**src/rtl/hna_pkg.sv**
```systemverilog
package hna_pkg;
  parameter int unsigned HNA_REGS   = 4;
  parameter int unsigned HNA_DATA_W = 3;
  parameter int unsigned HNA_STAGES = 3;
  localparam int unsigned HNA_IDX_W = $clog2(HNA_REGS);
  localparam int unsigned HNA_OPC_W = 2;

  typedef logic [HNA_OPC_W-1:0]  opc_t;
  typedef logic [HNA_IDX_W-1:0]  ridx_t;
  typedef logic [HNA_DATA_W-1:0] word_t;

  localparam opc_t OPC_NOP = 2'b00;
  localparam opc_t OPC_ADD = 2'b01;
  localparam opc_t OPC_SUB = 2'b10;

  typedef struct packed {
    opc_t  opc;
    ridx_t sa;
    ridx_t sb;
    ridx_t dst;
  } hna_op_t;

  localparam hna_op_t HNA_BUBBLE = '0;

  function automatic logic opc_legal(opc_t c);
    return (c == OPC_NOP) || (c == OPC_ADD) || (c == OPC_SUB);
  endfunction

  function automatic logic opc_arith(opc_t c);
    return (c == OPC_ADD) || (c == OPC_SUB);
  endfunction

  function automatic logic names_reg(hna_op_t o, ridx_t r);
    return opc_arith(o.opc) && ((o.sa == r) || (o.sb == r) || (o.dst == r));
  endfunction

  function automatic logic ops_overlap(hna_op_t x, hna_op_t y);
    return opc_arith(x.opc) &&
           (names_reg(y, x.sa) || names_reg(y, x.sb) || names_reg(y, x.dst));
  endfunction

  function automatic word_t alu_eval(opc_t c, word_t x, word_t y);
    word_t r;
    case (c)
      OPC_ADD: r = x + y;
      OPC_SUB: r = x - y;
      default: r = '0;
    endcase
    return r;
  endfunction
endpackage

```
**src/rtl/hna_issue_filter.sv**
```systemverilog
module hna_issue_filter
  import hna_pkg::*;
(
  input  hna_op_t                  req,
  input  hna_op_t [HNA_STAGES-1:0] live,
  output hna_op_t                  admit,
  output logic                     hazard_hit,
  output logic                     bad_opcode
);
  logic [HNA_STAGES-1:0] hit_vec;

  for (genvar g = 0; g < HNA_STAGES; g++) begin : g_probe
    assign hit_vec[g] = ops_overlap(req, live[g]);
  end

  assign bad_opcode = !opc_legal(req.opc);
  assign hazard_hit = |hit_vec;
  assign admit      = (bad_opcode || hazard_hit || !opc_arith(req.opc)) ? HNA_BUBBLE : req;
endmodule

```
**src/rtl/hna_stage_chain.sv**
```systemverilog
module hna_stage_chain
  import hna_pkg::*;
(
  input  logic                     clk,
  input  logic                     rst_n,
  input  hna_op_t                  admit,
  output hna_op_t [HNA_STAGES-1:0] stg
);
  always_ff @(posedge clk or negedge rst_n) begin
    if (!rst_n) begin
      stg <= '0;
    end else begin
      stg[0] <= admit;
      for (int s = 1; s < HNA_STAGES; s++) begin
        stg[s] <= stg[s-1];
      end
    end
  end
endmodule

```
**src/rtl/hna_dp_latched.sv**
```systemverilog
module hna_dp_latched
  import hna_pkg::*;
#(
  parameter logic [HNA_REGS*HNA_DATA_W-1:0] INIT_VALS = '0
) (
  input  logic                   clk,
  input  logic                   rst_n,
  input  ridx_t                  load_sa,
  input  ridx_t                  load_sb,
  input  opc_t                   calc_opc,
  input  opc_t                   wb_opc,
  input  ridx_t                  wb_dst,
  output word_t [HNA_REGS-1:0]   regs
);
  word_t in1, in2, result;
  logic  wb_fire;

  assign wb_fire = opc_arith(wb_opc);

  always_ff @(posedge clk or negedge rst_n) begin
    if (!rst_n) begin
      in1    <= '0;
      in2    <= '0;
      result <= '0;
    end else begin
      in1    <= regs[load_sa];
      in2    <= regs[load_sb];
      result <= alu_eval(calc_opc, in1, in2);
    end
  end

  always_ff @(posedge clk or negedge rst_n) begin
    if (!rst_n) begin
      regs <= INIT_VALS;
    end else if (wb_fire) begin
      regs[wb_dst] <= result;
    end
  end
endmodule

```
**src/rtl/hna_dp_direct.sv**
```systemverilog
module hna_dp_direct
  import hna_pkg::*;
#(
  parameter logic [HNA_REGS*HNA_DATA_W-1:0] INIT_VALS = '0
) (
  input  logic                 clk,
  input  logic                 rst_n,
  input  hna_op_t              wb_op,
  output word_t [HNA_REGS-1:0] regs
);
  logic  exec_fire;
  word_t exec_val;

  assign exec_fire = opc_arith(wb_op.opc);
  assign exec_val  = alu_eval(wb_op.opc, regs[wb_op.sa], regs[wb_op.sb]);

  always_ff @(posedge clk or negedge rst_n) begin
    if (!rst_n) begin
      regs <= INIT_VALS;
    end else if (exec_fire) begin
      regs[wb_op.dst] <= exec_val;
    end
  end
endmodule

```
**src/rtl/hna_alu.sv**
```systemverilog
module hna_alu
  import hna_pkg::*;
#(
  parameter bit                             ABSTRACT  = 1'b0,
  parameter logic [HNA_REGS*HNA_DATA_W-1:0] INIT_VALS = '0
) (
  input  logic                             clk,
  input  logic                             rst_n,
  input  logic [HNA_OPC_W-1:0]             op_code,
  input  logic [HNA_IDX_W-1:0]             op_src_a,
  input  logic [HNA_IDX_W-1:0]             op_src_b,
  input  logic [HNA_IDX_W-1:0]             op_dst,
  output logic [HNA_REGS*HNA_DATA_W-1:0]   reg_view,
  output logic [HNA_STAGES*HNA_OPC_W-1:0]  stage_opc
);
  hna_op_t                  req;
  hna_op_t                  admit;
  hna_op_t [HNA_STAGES-1:0] stg;
  word_t   [HNA_REGS-1:0]   regs;
  logic                     hazard_hit;
  logic                     bad_opcode;

  assign req = '{opc: op_code, sa: op_src_a, sb: op_src_b, dst: op_dst};

  hna_issue_filter u_filter (
    .req        (req),
    .live       (stg),
    .admit      (admit),
    .hazard_hit (hazard_hit),
    .bad_opcode (bad_opcode)
  );

  hna_stage_chain u_chain (
    .clk   (clk),
    .rst_n (rst_n),
    .admit (admit),
    .stg   (stg)
  );

  if (ABSTRACT) begin : g_direct
    hna_dp_direct #(.INIT_VALS(INIT_VALS)) u_dp (
      .clk   (clk),
      .rst_n (rst_n),
      .wb_op (stg[1]),
      .regs  (regs)
    );
  end else begin : g_latched
    hna_dp_latched #(.INIT_VALS(INIT_VALS)) u_dp (
      .clk      (clk),
      .rst_n    (rst_n),
      .load_sa  (admit.sa),
      .load_sb  (admit.sb),
      .calc_opc (stg[0].opc),
      .wb_opc   (stg[1].opc),
      .wb_dst   (stg[1].dst),
      .regs     (regs)
    );
  end

  assign reg_view = regs;

  for (genvar g = 0; g < HNA_STAGES; g++) begin : g_status
    assign stage_opc[g*HNA_OPC_W +: HNA_OPC_W] = stg[g].opc;
  end
endmodule

```
**config.mk**
```make
export PLATFORM = sky130hd
export DESIGN_NAME = hna_alu
export DESIGN_NICKNAME = d
export VERILOG_FILES = /design/src/rtl/hna_pkg.sv /design/src/rtl/hna_issue_filter.sv /design/src/rtl/hna_stage_chain.sv /design/src/rtl/hna_dp_latched.sv /design/src/rtl/hna_dp_direct.sv /design/src/rtl/hna_alu.sv
export SDC_FILE = /design/constraint.sdc
export NUM_CORES = 1
export LEC_CHECK = 0
export ABC_CLOCK_PERIOD_IN_PS = 2600
export BUFFER_PORTS_ARGS = -buffer_cell sky130_fd_sc_hd__buf_2
export CAP_MARGIN = 30
export CORE_ASPECT_RATIO = 0.9
export CORE_MARGIN = 2
export CORE_UTILIZATION = 30
export DETAILED_ROUTE_END_ITERATION = 10
export GPL_TIMING_DRIVEN = 1
export PLACE_DENSITY = 0.48
export SLEW_MARGIN = 20
export SYNTH_ARGS = -nofsm -noshare
export SYNTH_HDL_FRONTEND = slang
export SYNTH_SLANG_ARGS = --single-unit
```
**constraint.sdc**
```tcl
create_clock -name clk -period 2.6 [get_ports clk]
set_clock_uncertainty 0.15 [all_clocks]
set_input_delay 0.13 -clock clk [delete_from_list [all_inputs] [get_ports clk]]
set_output_delay 0.13 -clock clk [all_outputs]
set_load 0.1 [all_outputs]
```
# == Word-level counts from Yosys, hierarchy flattened ==
# Index checks and enable logic that the tools add are counted.
# totals
regBits,45
output_inout_bits,18
wordCells,118
in_bits,10
# op_classes
n_addsub,2
n_eq_ne,35
n_mux,9
n_lt_le_gt_ge,4
n_reduce_logical,49
# ops
op,count
equality test 2 bit,27
logical OR 1 bit,32
logical AND 1 bit,13
binary-select mux 3 bit (select 2 bit),2
bitwise mux 12 bit,1
< comparator 2 x 3 -> 1 bit (second input constant),3
2-to-1 mux 3 bit,3
equality test 2 x 1 -> 1 bit (second input constant),4
equality test 2 bit (second input constant),4
2-to-1 mux 8 bit,1
demux 3 bit (select 2 bit),1
case mux 3 bit (2 select lines),1
adder 3 bit,1
OR reduction 3 bit,1
subtractor 3 bit,1
>= comparator 2 x 1 -> 1 bit (second input constant),1
zero test 1 bit,2
zero test 2 bit,1

# == Depth between registers and ports, before layout ==
# Gate-level depths: netlist of the first run.
# logic_depth
word_depth,13
mapped_depth,8
mapped_depth_nobuf,6

# == Hierarchy ==
# From an unflattened synthesis of the first run, not the netlist that was laid out.
# unflattened
hier_cells,189
area_unflattened_um2,2402.3
# by_module_without_submodules
mod,seq_area_each_um2,cells_each,n_inst,area_per_inst_um2
hna_dp_latched,525.5,61,1,973.4
hna_issue_filter,0.0,104,1,828.3
hna_stage_chain,600.6,24,1,600.6

# == Least setup slack after synthesis of the first run ==
# No wires, ideal clock.
# synth_timing
path_type,reg2reg
start,register g_latched.u_dp.regs[10] in the netlist's numbering
end,register g_latched.u_dp.in1[1]
slack_ps,739
n_path_buf,0
stages_incl_launch_ff,4
required_ps,2327
synth_period_minus_slack_ps,1861
setup_time_ps,123
arrival_ps,1588
path_cell_list,dfrtp_1 mux2_2 a22o_1 a22o_1
# synth_via
elab_chain_cells,2
# synth_rtl
element,line_no,text
start: declaration,hna_dp_latched.sv:13,output word_t [HNA_REGS-1:0] regs
start signal: indexed assignment,hna_dp_latched.sv:36,regs[wb_dst] <= result;
binary-select mux 3 bit (select 2 bit),hna_dp_latched.sv:26,in1 <= regs[load_sa];
2-to-1 mux 3 bit (not written as such),hna_dp_latched.sv:26,
end signal: assignment,hna_dp_latched.sv:26,
end: declaration,hna_dp_latched.sv:15,"word_t in1, in2, result;"
# No other way between the ends. The select of a mux whose other input is x is not followed.
# A chain may end at the register's enable or synchronous reset.

# == Worst setup path in the final report of the first run ==
# layout_timing
start,register u_chain.stg[17] (netlist name)
end,register g_latched.u_dp.in2[1]
# layout_via
elab_chain_cells,12
word_cells_on_any_way,18
classes_between,eq/ne (3); mux (3); reduce/logical (12)
# layout_rtl
element,line_no,text
equality test 2 bit,hna_pkg.sv:34,return opc_arith(o.opc) && ((o.sa == r) || (o.sb == r) || (o.dst == r));
logical OR 1 bit,hna_pkg.sv:34,
logical AND 1 bit,hna_pkg.sv:34,
logical OR 1 bit,hna_pkg.sv:39,"(names_reg(y, x.sa) || names_reg(y, x.sb) || names_reg(y, x.dst));"
logical OR 1 bit (*),hna_pkg.sv:39,
logical AND 1 bit (*),hna_pkg.sv:38,return opc_arith(x.opc) &&
OR reduction 3 bit (*),hna_issue_filter.sv:17,assign hazard_hit = |hit_vec;
logical OR 1 bit (*) (2 in series),hna_issue_filter.sv:18,assign admit = (bad_opcode || hazard_hit || !opc_arith(req.opc)) ? HNA_BUBBLE : req;
2-to-1 mux 8 bit (*),hna_issue_filter.sv:18,
binary-select mux 3 bit (select 2 bit) (*),hna_dp_latched.sv:27,in2 <= regs[load_sb];
2-to-1 mux 3 bit (not written as such) (*),hna_dp_latched.sv:27,
end signal: assignment,hna_dp_latched.sv:27,
end: declaration,hna_dp_latched.sv:15,
# Every way passes the cells marked *; elsewhere a longest branch is shown, timed or not. The select of a mux whose other input is x is not followed.

==> results.txt, run 1 <==
share of layout cells above drive strength 1: 25.0%
Max Cap Viol: 0
antenna cells: 0
Min Clock Period, post-route: 1940 ps
status: finished, final reports clean
htree depth: 2
cell area after synthesis: 2520 um^2
Register-to-Register Path Depth: 6
final net count: 244
crit path max-delay cell type: dfrtp_1
RSZ-0062 raised after global routing: false
Buffers on Ports: 27
clock root cell: clkbuf_8
first-pass GRT wire length: 8330 um
vias: 1484
Tcrit/Tclk final: 74.8%
final wirelength: 5170 um
Slew HR: 53.5%
Die X: 101 um
startpoint types: flip-flop
initial antenna violation count: 0
Least-Margin Pin Slew: 697 ps
Worst R2R End: g_latched.u_dp.in2[1]
crit path kind: reg -> reg
Slew Viols, Final: 0
Reg clk slew, reported paths: 80 ps
Routed Antenna Nets: 0
Post-synth top flop: dfrtp_1
Skew-Pair Late Insertion Delay: 290 ps
CTS Buf Count: 5
WHS: 112 ps
met3 Use GR: 2.00%
drt initial violations: 71
Syn-to-layout area delta: 8.09%
Synth top area share: 44.7%
Lkg Pwr: 1.31 nW
Final Hold Vio Count: 0
Syn Area/Cell: 12.0 um^2
grt total ovfl: 0
core footprint: 8110 um^2
crit-path max cell delay: 420 ps
Worst R2R Start: u_chain.stg[17]
Crit. End Element: flip-flop
# setup viols final: 0
met2 GRT Util: 17.4%
Post-synth EDFFs: 0
Mapped Nets: 225
f_max: 0.515 GHz
Synth cell types: 27
Worst Hold Path EP: u_chain.stg[0]
initial cell density of the core: 31.1%
hold wc startpoint: op_dst[0]
CP Max Fanout: 14
DRT Pass-1 Iters: 4
worst hold path class: in -> reg
gr busiest metal: met1
CTS tree: built
drt wl/cell: 15.8 um
Area contributors post-synth: dfrtp_1 45%, xor2_1 11%, xnor2_1 9.0%
Post-synth top cells: 45 x dfrtp_1, 33 x xor2_1, 26 x xnor2_1, 18 x mux2_2, 12 x a22o_1
CP Cell Sequence: xor2_1 > o22ai_1 > a221oi_2 > a31o_2 > and4b_4 > a22o_1
Post-synth ARST share: 100%
Worst Path Required: 2670 ps
setup slack after layout: 656 ps
deepest clock path buffer count: 2
FP Rows: 31
Cells after Synth: 210
vias in the first global route: 1492
crit path DAT: 2020 ps
hold depth: 2
Synth area leader: dfrtp_1
GRT Resource Usage Total: 11.9%
Setup WS pre-CTS: 541 ps
Placer Congestion: 0.738
#FFs+latches synth: 45
largest net degree at the start of global routing: 29
register area share after synthesis: 44.7%
Boundary Pins: 28
Post-route DRC: 0
Setup Total Neg Slack: 0 ps
Post-CTS Repair Setup Buffers: 0
die height: 90.9 um
die area: 9150 um^2
PwrDens: 664 nW/um^2
Max VDD drop: 0.291 mV
dpl hpwl: 3770 um
met1 usage: 17.6%
most frequent cell after synthesis: dfrtp_1
Ys Warns: 0
Vias/cell: 4.54
CTS sink cnt: 45
r2r setup slk: 660 ps
==> placed cells by master, fill, tap and decap left out, drive strengths merged, types with 4 or more instances in the layout <==
| cell type | count |
|---|---|
| dfrtp | 45 |
| xor2 | 33 |
| buf | 28 |
| xnor2 | 26 |
| mux2 | 18 |
| a22o | 12 |
| o22ai | 8 |
| and2 | 8 |
| nor2 | 7 |
| inv | 5 |
| clkbuf | 5 |
| ha | 4 |
==> where the power goes <==
| part | switching, W | internal, W |
|---|---|---|
| clock | 0.000219 | 0.000177 |
| sequential | 0.0000915 | 0.000765 |
| combinational | 0.000341 | 0.000214 |
==> registers in the layout (all words and copies together) (netlist names) <==
register               cells
g_latched.u_dp.in1         3
g_latched.u_dp.in2         3
g_latched.u_dp.regs       12
g_latched.u_dp.result      3
u_chain.stg               24
==> cells by family after synthesis <==
family,Yosys count,share of synthesized area (%)
buffers and inverters,24,7.85
multiplexers,19,8.44
adder cells (fa/ha/maj),5,2.78
AO/OA/AOI/OAI,28,8.89
flip-flops,45,44.7
AND/OR/NAND/NOR,30,6.85
XOR/XNOR,59,20.5
==> layer usage <==
metal,vias up,wire length (um)
met5,-,0
met1,719,2690
met4,0,64
met2,24,2260
li1,736,-
met3,5,154
==> worst max-delay path, delay by kind of cell, from the launching register on <==
family / cells / cell delay (ps)
compound gates: 4 / 770
flops: 1 / 420
simple gates: 1 / 360
xor+xnor: 1 / 180
==> worst max path at each step <==
stage | depth (start not counted) | end | slack (ps) | start
6_report | 6 | g_latched.u_dp.in2[1] | 660 | u_chain.stg[17]
4_1_cts | 3 | g_latched.u_dp.regs[4] | 610 | u_chain.stg[14]
3_5_place_dp | 7 | g_latched.u_dp.in2[1] | 540 | op_src_b[1]
5_1_grt | 3 | g_latched.u_dp.regs[3] | 540 | u_chain.stg[14]
2_1_floorplan | 3 | g_latched.u_dp.in1[1] | 740 | g_latched.u_dp.regs[10]
3_3_place_gp | 7 | g_latched.u_dp.in1[1] | 560 | op_src_a[1]
==> timing repair <==
action                                 in CTS  in global routing
hold buffers                                3                  0
resized for setup                           0                  0
endpoints found under the hold margin      19                  0
==> per-stage QoR <==
stage / std cells / area (um^2) / power, W / utilization, %
2_1_floorplan: 210 / 2520 / 0.00135 / -
3_3_place_gp: 317 / 2600 / 0.00142 / 32.1
3_5_place_dp: 318 / 2620 / 0.00143 / 32.3
4_1_cts: 327 / 2720 / 0.00184 / 33.6
5_1_grt: 327 / 2720 / 0.00192 / 33.6
6_report: 327 / 2720 / 0.00181 / 33.6
==> cell type report <==
cell class / instances / area (um^2)
fillers: 804 / 5380
clock buffers: 5 / 68.8
inverters: 5 / 18.8
multi-input cells: 141 / 1200
well taps: 99 / 124
clock inverters: 1 / 5.00
flip-flops and latches: 45 / 1130
repair buffers: 31 / 185
(Power assumes the default switching activity.)
==> run 2, diff against run 1 <==
--- a/config.mk
+++ b/config.mk
@@ -5,7 +5,8 @@
 export SDC_FILE = /design/constraint.sdc
 export NUM_CORES = 1
 export LEC_CHECK = 0
-export ABC_CLOCK_PERIOD_IN_PS = 2600
+export ABC_AREA = 1
+export ABC_CLOCK_PERIOD_IN_PS = 2000
 export BUFFER_PORTS_ARGS = -buffer_cell sky130_fd_sc_hd__buf_2
 export CAP_MARGIN = 30
 export CORE_ASPECT_RATIO = 0.9
==> constraint.sdc (replaced) <==
create_clock -name clk -period 2 [get_ports clk]
set_clock_uncertainty 0.15 [all_clocks]
set_input_delay 0.1 -clock clk [delete_from_list [all_inputs] [get_ports clk]]
set_output_delay 0.1 -clock clk [all_outputs]
set_load 0.1 [all_outputs]
==> run 2 against run 1 <==
Net effect:
- critical path type unchanged
- critical endpoint is now g_latched.u_dp.in2[2]
- clock-buffer cell count is the same
- the run now ends with negative hold slack left
- register-to-register slack lost 560 ps
- cell count grew 60%
==> results.txt, run 2 <==
Lkg Pwr: 1.70 nW (+30%)
CP Max Fanout: 7 (-7)
Post-route DRC: 0 (unchanged)
Skew-Pair Late Insertion Delay: 320 ps (+30 ps)
Slew Viols, Final: 0 (unchanged)
failing checks: negative hold slack
Syn Area/Cell: 7.82 um^2 (-35%)
register area share after synthesis: 40.9% (-3.8 points)
design area: 3370 um^2 (+24%)
Setup Total Neg Slack: 0 ps (unchanged)
commonest non-fill, non-tap cells in the layout: 127 x nand2_1, 36 x dfrtp_1, 34 x inv_1
Slew HR: 60.7% (+7.3 points)
Worst Path Required: 2110 ps (-560 ps)
Buffers on Ports: 27 (unchanged)
crit path max-delay cell type: dfrtp_2
max reg flops: 24 (unchanged)
Vias/cell: 4.37 (-3.7%)
initial antenna violation count: 0 (unchanged)
Largest regs: u_chain.stg (24), g_latched.u_dp.regs (12)
#FFs+latches synth: 45 (unchanged)
RSZ-0062 raised after global routing: true
Synth area leader: dfrtp_1
Final Hold Vio Count: 1 (+1)
WHS: -1.90 ps (-114 ps)
Max Cap Viol: 0 (unchanged)
Routed Antenna Nets: 0 (unchanged)
CTS sink cnt: 45 (unchanged)
share of layout cells above drive strength 1: 26.9% (+1.9 points)
largest net degree at the start of global routing: 46 (+59%)
Post-synth top cells: 134 x nand2_1, 45 x dfrtp_1, 42 x inv_1, 33 x xnor2_1, 25 x nand3_1
Reg clk slew, reported paths: 100 ps (+20 ps)
clock root cell: clkbuf_8
Post-synth ARST share: 100% (unchanged)
placed cell area: 3090 um^2 (+18%)
CP Buf/Inv Count: 1 (+1)
drt wl/cell: 13.0 um (-18%)
Most flops, register: u_chain.stg
die height: 94.9 um (+4.3%)
GRT Resource Usage Total: 14.7% (+2.8 points)
crit path DAT: 2010 ps (about the same)
final wirelength: 6810 um (+32%)
htree depth: 2 (unchanged)
most frequent cell after synthesis: nand2_1
FP Rows: 33 (+6.5%)
status: finished, violations left
Least-Margin Pin Slew: 589 ps (-107 ps)
Synth cell types: 21 (-22%)
Max VDD drop: 0.844 mV (+190%)
CP top delay family: simple AND/OR/NAND/NOR gates
f_max: 0.527 GHz (+2.3%)
grt total ovfl: 0 (unchanged)
worst hold path class: in -> reg
Post-synth top flop: dfrtp_1
Syn-to-layout area delta: 22.4%
Area contributors post-synth: dfrtp_1 41%, nand2_1 18%, xnor2_1 10%
Crit. End Element: flip-flop
cell area after synthesis: 2750 um^2 (+9.3%)
core footprint: 9000 um^2 (+11%)
Final Util: 37.4% (+3.8 points)
CP Cell Sequence: xnor2_1 > nand2_1 > nand3_2 > nand2_2 > nand3_4 > nor2_8 > nand3_2 > clkinv_1 > nand3_1 > nand2_1
DRT Pass-1 Iters: 4 (unchanged)
DP Cell Count: 508 (+60%)
Ys Warns: 0 (unchanged)
crit-path max cell delay: 500 ps (+80 ps)
initial cell density of the core: 30.6% (-0.49 points)
Synth top area share: 40.9% (-3.8 points)
Placer Congestion: 0.921 (+25%)
final net count: 416 (+70%)
# setup viols final: 0 (unchanged)
Cells after Synth: 352 (+68%)
CTS Buf Count: 5 (unchanged)
Die X: 105 um (+4.4%)
Mapped Nets: 367 (+63%)
Final Non-Filler Cells: 524 (+60%)
CTS tree: built
first-pass GRT wire length: 11300 um (+36%)
dpl hpwl: 4940 um (+31%)
vias: 2291 (+54%)
startpoint types: flip-flop
Post-synth EDFFs: 0 (unchanged)
Min Clock Period, post-route: 1900 ps (-44.6 ps)
PwrDens: 1730 nW/um^2 (+160%)
vias in the first global route: 2169 (+45%)
antenna cells: 0 (unchanged)
r2r setup slk: 100 ps (-560 ps)
drt initial violations: 104 (+46%)
Tcrit/Tclk final: 94.9% (+20 points)
commonest non-fill, non-tap cell in the layout: nand2_1
deepest clock path buffer count: 2 (unchanged)
crit path kind: reg -> reg
die area: 9960 um^2 (+8.9%)
Boundary Pins: 28 (unchanged)
## run 2: changes by cell type in the layout (fill, tap and decap cells not counted), sizes merged, moves of 14 or more
| cell | previous run | this run |
|---|---|---|
| buf | 28 | 55 |
| xor2 | 33 | 3 |
| o21ai | 0 | 14 |
| nand2 | 2 | 135 |
| nand3 | 0 | 32 |
| mux2 | 18 | 0 |
| inv | 5 | 47 |
## run 2: path summary, 6_finish.rpt
kind / from / to / cells past startpoint
max: u_chain.stg[2] / g_latched.u_dp.in2[2] / 10
min: op_dst[1] / u_chain.stg[1] / 3
max reg2reg: u_chain.stg[2] / g_latched.u_dp.in2[2] / 10
min reg2reg: u_chain.stg[14] / u_chain.stg[22] / 0
max in group asynchronous: rst_n / u_chain.stg[1] / 3
min in group asynchronous: rst_n / u_chain.stg[10] / 3
## run 2: routing by layer
layer  GRT usage, %  vias to the layer above  part of all wire [%]
met5              0                        -                     0
met4           4.56                        0                   1.5
met3           2.21                        8                   3.2
met2           23.0                       47                    44
met1           20.9                     1058                    51
li1               -                     1178                     -
## run 2: worst reg2reg max path, stage by stage (launching register included)
cell	delay [ps]
dfrtp_2	500
xnor2_1	150
nand2_1	80
nand3_2	70
nand2_2	90
nand3_4	90
nor2_8	240
nand3_2	160
clkinv_1	140
nand3_1	90
nand2_1	70
## run 2: per-stage QoR
step	setup WS (ps)	total power, W
2_1_floorplan	193	0.00404
3_3_place_gp	45.0	0.00483
3_5_place_dp	42.8	0.00482
4_1_cts	8.74	0.00546
5_1_grt	-28.3	0.00628
6_report	101	0.00584
## run 2: report_power, final
group / switching, W / total, W / internal, W
registers: 0.000320 / 0.00152 / 0.00120
logic: 0.00235 / 0.00370 / 0.00134
clock network: 0.000368 / 0.000621 / 0.000253
total: 0.00304 / 0.00584 / 0.00279
## run 2: cell type report
type                       count  area [um^2]
inverter                      47          176
sequential                    45         1140
timing repair buffer          58          413
clock inverter                 3         25.0
tap                          122          153
clock buffer                   5         68.8
multi-input combinational    244         1400
fill                         978         5630
## run 2: timing repair
item	in CTS	in global routing
hold endpoints to repair	48	0
gates resized for setup	0	37
setup buffers	0	5
setup endpoints to repair	0	15
hold buffers	4	0
## run 2: cells by family (layout without fill, tap and decap cells)
family / count (synthesis) / after routing / share of synthesized area, %
xor+xnor: 36 / 36 / 11.4
compound gates: 15 / 15 / 2.73
buf+inv: 63 / 113 / 12.0
fa+ha+maj: 5 / 5 / 2.54
flops: 45 / 45 / 40.9
simple gates: 188 / 188 / 30.4
==> run 3, diff against run 2 <==
--- a/config.mk
+++ b/config.mk
@@ -9,7 +9,7 @@
 export ABC_CLOCK_PERIOD_IN_PS = 2000
 export BUFFER_PORTS_ARGS = -buffer_cell sky130_fd_sc_hd__buf_2
 export CAP_MARGIN = 30
-export CORE_ASPECT_RATIO = 0.9
+export CORE_ASPECT_RATIO = 1.4
 export CORE_MARGIN = 2
 export CORE_UTILIZATION = 30
 export DETAILED_ROUTE_END_ITERATION = 10
==> run 3 against run 2 <==
Net effect:
- the flow now finishes without violations
- flip-flop and latch count did not move
- sequential power about the same
- non-clock buffer count down 7
==> results.txt, run 3 (synthesis results as in run 2) <==
Worst R2R Start: u_chain.stg[8]
worst hold path class: in -> reg
Worst Path Required: 2020 ps (-90 ps)
Skew-Pair Late Insertion Delay: 280 ps (-40 ps)
initial antenna violation count: 0 (unchanged)
CP Max Fanout: 8 (+1)
Placer Congestion: 0.857 (-6.9%)
FP Rows: 41 (+24%)
Least-Margin Pin Slew: 575 ps (-14.0 ps)
crit path kind: reg -> reg
vias: 2302 (+0.48%)
clock root cell: clkbuf_16
r2r setup slk: 90 ps (about the same)
max reg flops: 24 (unchanged)
Boundary Pins: 28 (unchanged)
Crit. End Element: flip-flop
crit path max-delay cell type: dfrtp_2
die height: 117 um (+24%)
startpoint types: flip-flop
Post-route DRC: 0 (unchanged)
DRT Pass-1 Iters: 4 (unchanged)
WL met3: 212 um (-4.1%)
final wirelength: 7050 um (+3.6%)
filler instances: 915 (-6.4%)
Largest regs: u_chain.stg (24), g_latched.u_dp.regs (12)
total power: 0.00628 W (+7.5%)
CTS tree: built
initial cell density of the core: 30.7% (+0.081 points)
Max VDD drop: 1.22 mV (+45%)
htree depth: 2 (unchanged)
multi-input logic area: 1410 um^2 (+1.2%)
Die X: 85.0 um (-19%)
share of layout cells above drive strength 1: 23.5% (-3.4 points)
final net count: 410 (-1.4%)
crit path DAT: 1930 ps (-80 ps)
CTS sink cnt: 45 (unchanged)
placed cell area: 3070 um^2 (-0.45%)
Syn-to-layout area delta: 25.5%
Max Cap Viol: 0 (unchanged)
Worst R2R End: g_latched.u_dp.in2[2]
largest net degree at the start of global routing: 24 (-48%)
Register Area: 1130 um^2 (-0.55%)
GRT Resource Usage Total: 14.5% (-0.18 points)
design area: 3460 um^2 (+2.6%)
Slew HR: 61.6% (+0.93 points)
commonest non-fill, non-tap cell in the layout: nand2_1
Top Layer Used: met4
DR WL met2: 3780 um (+26%)
CTS Buf Count: 5 (unchanged)
Final Util: 38.5% (+1.1 points)
CP Cell Sequence: buf_6 > nand2_2 > nand2_1 > nand2_1 > nand3_1 > nand2_1 > nand3_2 > nor2_4 > buf_12 > nand4_1 > nand3_1 > nand2_1
Reg clk slew, reported paths: 60 ps (-40 ps)
Min Clock Period, post-route: 1910 ps (+12.2 ps)
cell mode on critical path: nand2_1
Final Hold Vio Count: 0 (-1)
Tcrit/Tclk final: 95.6% (+0.61 points)
dpl hpwl: 5230 um (+6.0%)
f_max: 0.523 GHz (-0.64%)
CP Launch Point: u_chain.stg[8]
drt wl/cell: 14.0 um (+8.0%)
# setup viols final: 0 (unchanged)
crit-path max cell delay: 440 ps (-60 ps)
vias in the first global route: 2365 (+9.0%)
core footprint: 8980 um^2 (-0.26%)
commonest non-fill, non-tap cells in the layout: 126 x nand2_1, 41 x dfrtp_1, 37 x inv_1
Lkg Pwr: 1.74 nW (+2.3%)
WL met1: 2860 um (-18%)
first-pass GRT wire length: 11400 um (+0.73%)
Buffers on Ports: 27 (unchanged)
drt initial violations: 79 (-24%)
antenna cells: 0 (unchanged)
RSZ-0062 raised after global routing: true
Slew Viols, Final: 0 (unchanged)
PwrDens: 1820 nW/um^2 (+4.9%)
Vias/cell: 4.58 (+4.7%)
grt total ovfl: 0 (unchanged)
die area: 9970 um^2 (about the same)
Routed Antenna Nets: 0 (unchanged)
deepest clock path buffer count: 2 (unchanged)
status: finished, final reports clean
Most flops, register: u_chain.stg
end of the critical path: g_latched.u_dp.in2[2]
Register-to-Register Path Depth: 12 (+2)
run 3: metrics by stage:
step	TNS (ps)	setup slack, ps	cells	hold WS [ps]
floorplan	0	193	352	-346
global route	-110	-41.9	503	49.1
finish	0	88.8	503	37.2
detailed placement	0	55.2	487	-18.0
global placement	0	63.2	487	-19.8
CTS	0	26.0	498	34.6
run 3: final cells by class:
type	count	share of cell area [%]
multi-input cells	245	40.9
flip-flops and latches	45	32.7
repair buffers	51	12.3
inverters	47	5.18
clock buffers	7	4.13
well taps	107	3.87
clock inverters	1	0.869
run 3: worst min path at each step:
stage                     startpoint                  endpoint  cells after the start
after floorplan                rst_n     g_latched.u_dp.in1[0]                      0
after global placement         rst_n  g_latched.u_dp.result[1]                      1
after detailed placement       rst_n  g_latched.u_dp.result[1]                      1
after CTS                  op_dst[1]            u_chain.stg[1]                      3
after global routing       op_dst[1]            u_chain.stg[1]                      3
final                      op_dst[1]            u_chain.stg[1]                      3
run 3: routing by layer:
layer	up-vias	global-route usage [%]
met2	56	26.3
met5	-	0
met1	1065	17.2
li1	1165	-
met3	16	1.76
met4	0	5.06
run 3: where the power goes:
group	leakage, nW	total, W	switching (W)	internal (W)
sequential	0.610	0.00149	0.000290	0.00120
combinational	1.04	0.00384	0.00248	0.00136
clock	0.0841	0.000948	0.000324	0.000624
total	1.74	0.00628	0.00310	0.00318
run 3: what timing repair did:
item	4_1_cts	5_1_grt
hold endpoints to repair	24	0
endpoints found under the setup margin	0	10
buffers inserted	0	3
hold buffers	3	0
resized for setup	0	36
run 3: critical path: cells and delay by family, from the launching register on:
family	cells	cell delay [ps]
flops	1	440
simple gates	10	900
buf+inv	2	290
